[src/rtl/blackClampPkg.sv]
package blackClampPkg;

  // Strobes from control to datapath
  typedef struct packed {
    logic accEn;       // add this pixel's error
    logic accClr;      // window closed: clear sum and count
    logic applyUpd;    // window closed on an update line with loop on
    logic loadStatic;  // loop off: hold static offset
  } clampCtl_t;

  // Index of the highest set bit; 0 for an input of 0
  function automatic int floorLog2(input logic [31:0] v);
    int r;
    r = 0;
    for (int i = 0; i < 32; i++) begin
      if (v[i]) r = i;
    end
    return r;
  endfunction

endpackage

[src/rtl/blackClampCtl.sv]
module blackClampCtl
  import blackClampPkg::*;
#(
  parameter int IV_W = 4
) (
  input  logic            clk,
  input  logic            rst,
  input  logic            clampWin,
  input  logic            pixValid,
  input  logic            lineStart,
  input  logic            loopEn,
  input  logic [IV_W-1:0] updInterval,
  output clampCtl_t       ctl
);

  logic            winDly;
  logic [IV_W-1:0] lineCnt;
  logic            winEnd;

  always_ff @(posedge clk) begin
    if (rst) begin
      winDly  <= 1'b0;
      lineCnt <= '0;
    end else begin
      winDly <= clampWin;
      if (lineStart) begin
        lineCnt <= (lineCnt >= updInterval) ? '0 : lineCnt + IV_W'(1);
      end
    end
  end

  assign winEnd = winDly & ~clampWin;

  always_comb begin
    ctl.accEn      = clampWin & pixValid;
    ctl.accClr     = winEnd;
    ctl.applyUpd   = winEnd & loopEn & (lineCnt == '0);
    ctl.loadStatic = ~loopEn;
  end

endmodule

[src/rtl/blackClampDp.sv]
module blackClampDp
  import blackClampPkg::*;
#(
  parameter int PIX_W = 12,
  parameter int DAC_W = 10,
  parameter int CNT_W = 12,
  parameter int GS_W  = 3
) (
  input  logic             clk,
  input  logic             rst,
  input  logic [PIX_W-1:0] pixData,
  input  logic [7:0]       levelCode,
  input  logic [GS_W-1:0]  gainShift,
  input  clampCtl_t        ctl,
  output logic [DAC_W-1:0] dacCode
);

  // Target fraction bits: narrower converters see the code in sub-LSB steps
  localparam int FRAC  = (PIX_W < 12) ? (12 - PIX_W) : 0;
  localparam int MAG_W = ((PIX_W + FRAC) > 8) ? (PIX_W + FRAC) : 8;
  localparam int ERR_W = MAG_W + 2;
  localparam int ACC_W = ERR_W + CNT_W;
  localparam int SUM_W = ACC_W + 1;
  localparam int SH_W  = $clog2(CNT_W + (1 << GS_W)) + 1;
  localparam logic [DAC_W-1:0] MID = {1'b1, {(DAC_W-1){1'b0}}};
  localparam logic [DAC_W-1:0] TOP = '1;

  logic signed [ERR_W-1:0] pixScaled;
  logic signed [ERR_W-1:0] target;
  logic signed [ERR_W-1:0] err;
  logic signed [ACC_W-1:0] errSum;
  logic [CNT_W-1:0]        pixCount;
  logic                    cntFull;
  logic [SH_W-1:0]         shiftAmt;
  logic signed [ACC_W-1:0] delta;
  logic signed [SUM_W-1:0] trial;
  logic [DAC_W-1:0]        loopNext;
  logic [DAC_W:0]          staticSum;
  logic [DAC_W-1:0]        staticVal;

  // Per-pixel error in target units
  always_comb begin
    pixScaled = $signed(ERR_W'(pixData)) <<< FRAC;
    target    = $signed(ERR_W'(levelCode));
    err       = pixScaled - target;
  end

  assign cntFull = &pixCount;

  // Window accumulator; stops adding once the count saturates
  always_ff @(posedge clk) begin
    if (rst || ctl.accClr) begin
      errSum   <= '0;
      pixCount <= '0;
    end else if (ctl.accEn && !cntFull) begin
      errSum   <= errSum + ACC_W'(err);
      pixCount <= pixCount + CNT_W'(1);
    end
  end

  // Mean by shift, loop gain by further shift, then saturating subtract
  always_comb begin
    shiftAmt = SH_W'(floorLog2(32'(pixCount))) + SH_W'(gainShift);
    delta    = errSum >>> shiftAmt;
    trial    = $signed(SUM_W'(dacCode)) - SUM_W'(delta);
    if (trial < 0) begin
      loopNext = '0;
    end else if (trial > $signed(SUM_W'(TOP))) begin
      loopNext = TOP;
    end else begin
      loopNext = trial[DAC_W-1:0];
    end
  end

  // Static offset while the loop is off
  always_comb begin
    staticSum = {1'b0, MID} + (DAC_W+1)'(levelCode);
    staticVal = (staticSum > {1'b0, TOP}) ? TOP : staticSum[DAC_W-1:0];
  end

  always_ff @(posedge clk) begin
    if (rst) begin
      dacCode <= MID;
    end else if (ctl.loadStatic) begin
      dacCode <= staticVal;
    end else if (ctl.applyUpd && (pixCount != '0)) begin
      dacCode <= loopNext;
    end
  end

endmodule

[src/rtl/blackClampLoop.sv]
module blackClampLoop
  import blackClampPkg::*;
#(
  parameter int PIX_W = 12,
  parameter int DAC_W = 10,
  parameter int CNT_W = 12,
  parameter int IV_W  = 4,
  parameter int GS_W  = 3
) (
  input  logic             clk,
  input  logic             rst,
  input  logic [PIX_W-1:0] pixData,
  input  logic             pixValid,
  input  logic             clampWin,
  input  logic             lineStart,
  input  logic [7:0]       levelCode,
  input  logic             loopEn,
  input  logic [IV_W-1:0]  updInterval,
  input  logic [GS_W-1:0]  gainShift,
  output logic [DAC_W-1:0] dacCode
);

  clampCtl_t ctl;

  blackClampCtl #(.IV_W(IV_W)) ctl_i (
    .clk        (clk),
    .rst        (rst),
    .clampWin   (clampWin),
    .pixValid   (pixValid),
    .lineStart  (lineStart),
    .loopEn     (loopEn),
    .updInterval(updInterval),
    .ctl        (ctl)
  );

  blackClampDp #(
    .PIX_W(PIX_W),
    .DAC_W(DAC_W),
    .CNT_W(CNT_W),
    .GS_W (GS_W)
  ) dp_i (
    .clk      (clk),
    .rst      (rst),
    .pixData  (pixData),
    .levelCode(levelCode),
    .gainShift(gainShift),
    .ctl      (ctl),
    .dacCode  (dacCode)
  );

endmodule

[config.mk]
export PLATFORM = sky130hd
export DESIGN_NAME = blackClampLoop
export DESIGN_NICKNAME = d
export VERILOG_FILES = /design/src/rtl/blackClampPkg.sv /design/src/rtl/blackClampCtl.sv /design/src/rtl/blackClampDp.sv /design/src/rtl/blackClampLoop.sv
export SDC_FILE = /design/constraint.sdc
export NUM_CORES = 1
export LEC_CHECK = 0
export ABC_AREA = 1
export CORE_MARGIN = 3
export CORE_UTILIZATION = 25
export DETAILED_ROUTE_END_ITERATION = 8
export DONT_BUFFER_PORTS = 1
export GPL_TIMING_DRIVEN = 0
export PLACE_DENSITY = 0.48
export SETUP_SLACK_MARGIN = 0.5
export SLEW_MARGIN = 15
export SYNTH_ARGS = -nofsm -noshare
export SYNTH_HDL_FRONTEND = slang
export SYNTH_SLANG_ARGS = --single-unit
[constraint.sdc]
create_clock -name clk -period 6.55 [get_ports clk]
set_input_delay 0.3275 -clock clk [delete_from_list [all_inputs] [get_ports clk]]
set_output_delay 0.3275 -clock clk [all_outputs]
set_load 0.1 [all_outputs]
==> results.md <==
Placed design:
- The cell count after placement is 1505.
- The count of buffers from port buffering is 0.
- The placed instances occupy a cell area of 7430 um^2.
- Once detailed placement completed, the half-perimeter wirelength came to 17.8 mm.
- At the end of routability-driven placement, the weighted congestion stood at 0.871.

GRT:
- The initial antenna violation count is 0.
- The all-layer global routing usage is 13.9%.
- The first global-routing pass estimated 34.7 mm of wire.
- The largest net degree at the start of global routing is 16.
- The total congestion overflow is 0.
- The number of global-route vias before repair came to 6764.

Synthesis:
- During synthesis, Yosys emitted a total of 0 warnings.
- The count of flip-flops with a built-in enable after synthesis is 0.
- Of the synthesized area, sequential elements account for 15.3%.
- The top cell type by total area after synthesis is dfxtp_1.
- The number of synthesized register bits is 53.
- After synthesis, the cell types taking the most area are dfxtp_1 (15%), nand2_1 (14%), ha_1 (9.7%).
- The number of nets in the synthesized netlist is 1223.
- The count of cell types in the netlist is 57.
- Of all flip-flops after synthesis, the portion carrying an async set or reset was 0%.
- Of the post-synthesis cell area, the dominant cell type holds 15.3%.
- The area share of and/or/nand/nor cells after synthesis is 39.0%.
- The instance count of the mapped netlist is 1132.
- The commonest cells after synthesis are nand2_1 (256), inv_1 (137), nand3_1 (121), nor2_1 (96), o21ai_0 (90).
- The total standard cell area after synthesis is 6950 um^2.
- Summing the areas of all compound-gate instances in the mapped netlist gives 18.3% of the synthesized area.
- The share of synthesized cell area in full adder, half adder and majority cells is 10.9%.
- The portion of synthesized area spent on multiplexers is 0.432%.
- The predominant post-synthesis flop cell is dfxtp_1.
- The most common cell in the netlist is nand2_1.
- After synthesis, the largest family of logic cells by area is simple AND/OR/NAND/NOR gates.
- Averaged over all synthesized cells, the footprint is 6.14 um^2.
- Summing the areas of all xor and xnor instances in the mapped netlist gives 4.91% of the synthesized area.

Final layout:
- The synthesis-to-layout area growth is 11.1%.
- The layout net count is 1237.
- 0 antenna diodes ended up in the layout.
- The cell area after layout is 7720 um^2.
- The post-layout instance count excluding filler cells is 1518.
- The filler cells instantiated in the layout total 3125.
- Of the cells placed in the final design, the portion with a size suffix greater than 1 is 11.3%.

Setup path:
- The number of stages on the worst setup path is 36.
- Counting cells, the worst reg-to-reg path comes to 36.
- The total buffers and inverters traversed by the critical path is 4.
- The highest net fanout along the worst path is 10.
- The critical path in this run is classified as reg -> reg.
- The cell with the biggest individual delay on the critical path is fa_2.
- The largest stage delay on the critical path is 0.64 ns.
- The type of element launching the critical path is a flip-flop.
- The register-to-register path setup slack is 1.03 ns.
- The kind of cell adding the most delay to the critical path is simple AND/OR/NAND/NOR gates.
- STA puts the critical path data arrival time at 5.69 ns.
- STA puts the critical path data required time at 6.72 ns.
- STA classifies the critical path endpoint as a flip-flop.

Detailed routing:
- Across all layers, the routed design uses 7102 vias.
- After detailed routing, the number of remaining DRC violations is 0.
- Dividing the detail-routed via count by the number of cells gives 4.68.
- The residual antenna-violating net count after detailed routing is 0.
- The first routing iteration left 366 violations.
- The total wire length is 21.2 mm.
- After detailed routing, the average wire length per cell comes to 14.0 um.
- The number of iterations in the first detailed-routing pass is 5.

Power:
- The maximum resistive drop on vdd is 0.102 mV.
- For this design the static power due to leakage is 0.00377 uW.
- Power spread over the standard cell area amounts to 174 nW/um^2.

Timing:
- Clock skew on the completed layout was measured at 0.00888 ns.
- The final-report hold violation count is 0.
- The achievable clock frequency is 181 MHz.
- Setup violations remaining at the end of the flow were counted as 0.
- The worst path in the final design needs a cycle of 5.52 ns, including I/O delays and setup.
- Headroom to the max-slew limit came out at 26.2%.
- Setup repair after global routing left no endpoint under its margin.
- The total count of max-transition violations in the final report is 0.
- For the final routed database, the setup TNS stands at 0 ns.
- The period utilization is 84.3%.
- The slew at the pin closest to its max-slew limit is 1.11 ns.

Clock tree:
- The root buffer cell is clkbuf_16.
- The buffer levels on the longest clock path is 2.
- The depth of the CTS H-tree is 2.
- The number of clock buffers inserted by TritonCTS is 5.
- The TritonCTS clock tree is built.
- Clock tree synthesis found a total of 53 sinks.
- The clock latency reported for the late side of the worst-skew pair is 0.31 ns.
- The post-CTS clock slew at the launch and capture registers of the worst setup and hold paths is 0.08 ns.

Floorplan:
- The die outline height is 173 um.
- The starting density of the core is 25.6%.
- The total area inside the core boundary comes to 27200 um^2.
- The overall die area is 29800 um^2.
- The number of ports placed on the die boundary is 43.
- Measured along the x axis, the die boundary spans 173 um.
- The count of standard-cell rows is 60.

Hold path:
- In this run the worst hold path is classified as in -> reg.
- The worst hold path passes through 2 cells.

Status:
- The flow ran to the end, and the final reports show no timing, DRC or antenna violations.

Job:
- The tool flagged a number of max-cap violations equal to 0.
-- final timing paths --
| path | from | end |
|---|---|---|
| setup / recovery | dp_i.pixCount[1] | dp_i.dacCode[6] |
| hold / removal | rst | dp_i.dacCode[9] |
| setup reg to reg | dp_i.pixCount[1] | dp_i.dacCode[6] |
| hold reg to reg | dp_i.errSum[2] | dp_i.errSum[2] |
-- cells in the final DEF (no fill, tap or decap), types with 7 or more instances in the layout --
cell type and n:
xor2_1 28, nand3_2 12, buf_6 11, nand2_2 16
nand2_1 253, nor2_2 10, dfxtp_1 51, nand4_1 16
o21ai_0 81, xnor2_1 11, nand3_1 120, clkbuf_1 10
inv_2 11, inv_1 136, nor2_1 94, o21ai_1 13
a21oi_1 83, nand2_4 8, nor2_4 7, nor3_1 12
nand3_4 7, buf_4 10, o211ai_1 9, ha_1 52
-- stage by stage --
step	power [uW]	utilization [%]	hold WS [ns]	setup slack, ns
2_1_floorplan	888	-	0.427	1.50
3_3_place_gp	1040	27.3	0.435	0.382
3_5_place_dp	1040	27.4	0.439	0.353
4_1_cts	1330	27.9	0.113	0.597
5_1_grt	1450	28.4	0.117	0.539
6_report	1340	28.4	0.122	1.03
-- registers in the layout, indices dropped and copies added, names as in the netlist --
| name | flops |
|---|---|
| ctl_i.lineCnt | 4 |
| dp_i.dacCode | 10 |
| dp_i.errSum | 26 |
| ctl_i.winDly | 1 |
| dp_i.pixCount | 12 |
-- power breakdown --
part | leakage [uW] | switching (uW) | internal, uW
combinational | 0.00327 | 433 | 243
sequential | 0.000435 | 40.0 | 338
clock | 0.0000690 | 136 | 151
total | 0.00377 | 609 | 732
-- layer usage --
layer,vias to the layer above,share of wire [%],track usage [%]
met3,14,2.7,1.41
li1,3803,-,-
met4,0,1.6,2.91
met5,-,0,0
met1,3192,50,19.2
met2,93,46,23.7
-- area by class of cell --
class / instances / area, um^2 / share of cell area [%]
Multi-Input combinational cell: 897 / 5190 / 67.2
Sequential cell: 53 / 1060 / 13.8
Inverter: 150 / 567 / 7.34
Tap cell: 372 / 465 / 6.03
Buffer: 32 / 231 / 3.00
Clock buffer: 6 / 139 / 1.80
Timing Repair Buffer: 7 / 56.3 / 0.729
Clock inverter: 1 / 7.51 / 0.0972
-- cells by family after synthesis --
family          after synthesis
flops                        53
compound gates              226
mux                           3
simple gates                571
buf+inv                     182
xor+xnor                     39
fa+ha+maj                    58
-- timing repair --
action                     in CTS  in global routing
hold buffers                    0                  0
setup endpoints to repair      10                 10
setup buffers                   0                  6
pin swaps                       0                 17
gates resized for setup         3                 42
No activity file was read; power rests on OpenSTA's default activity.
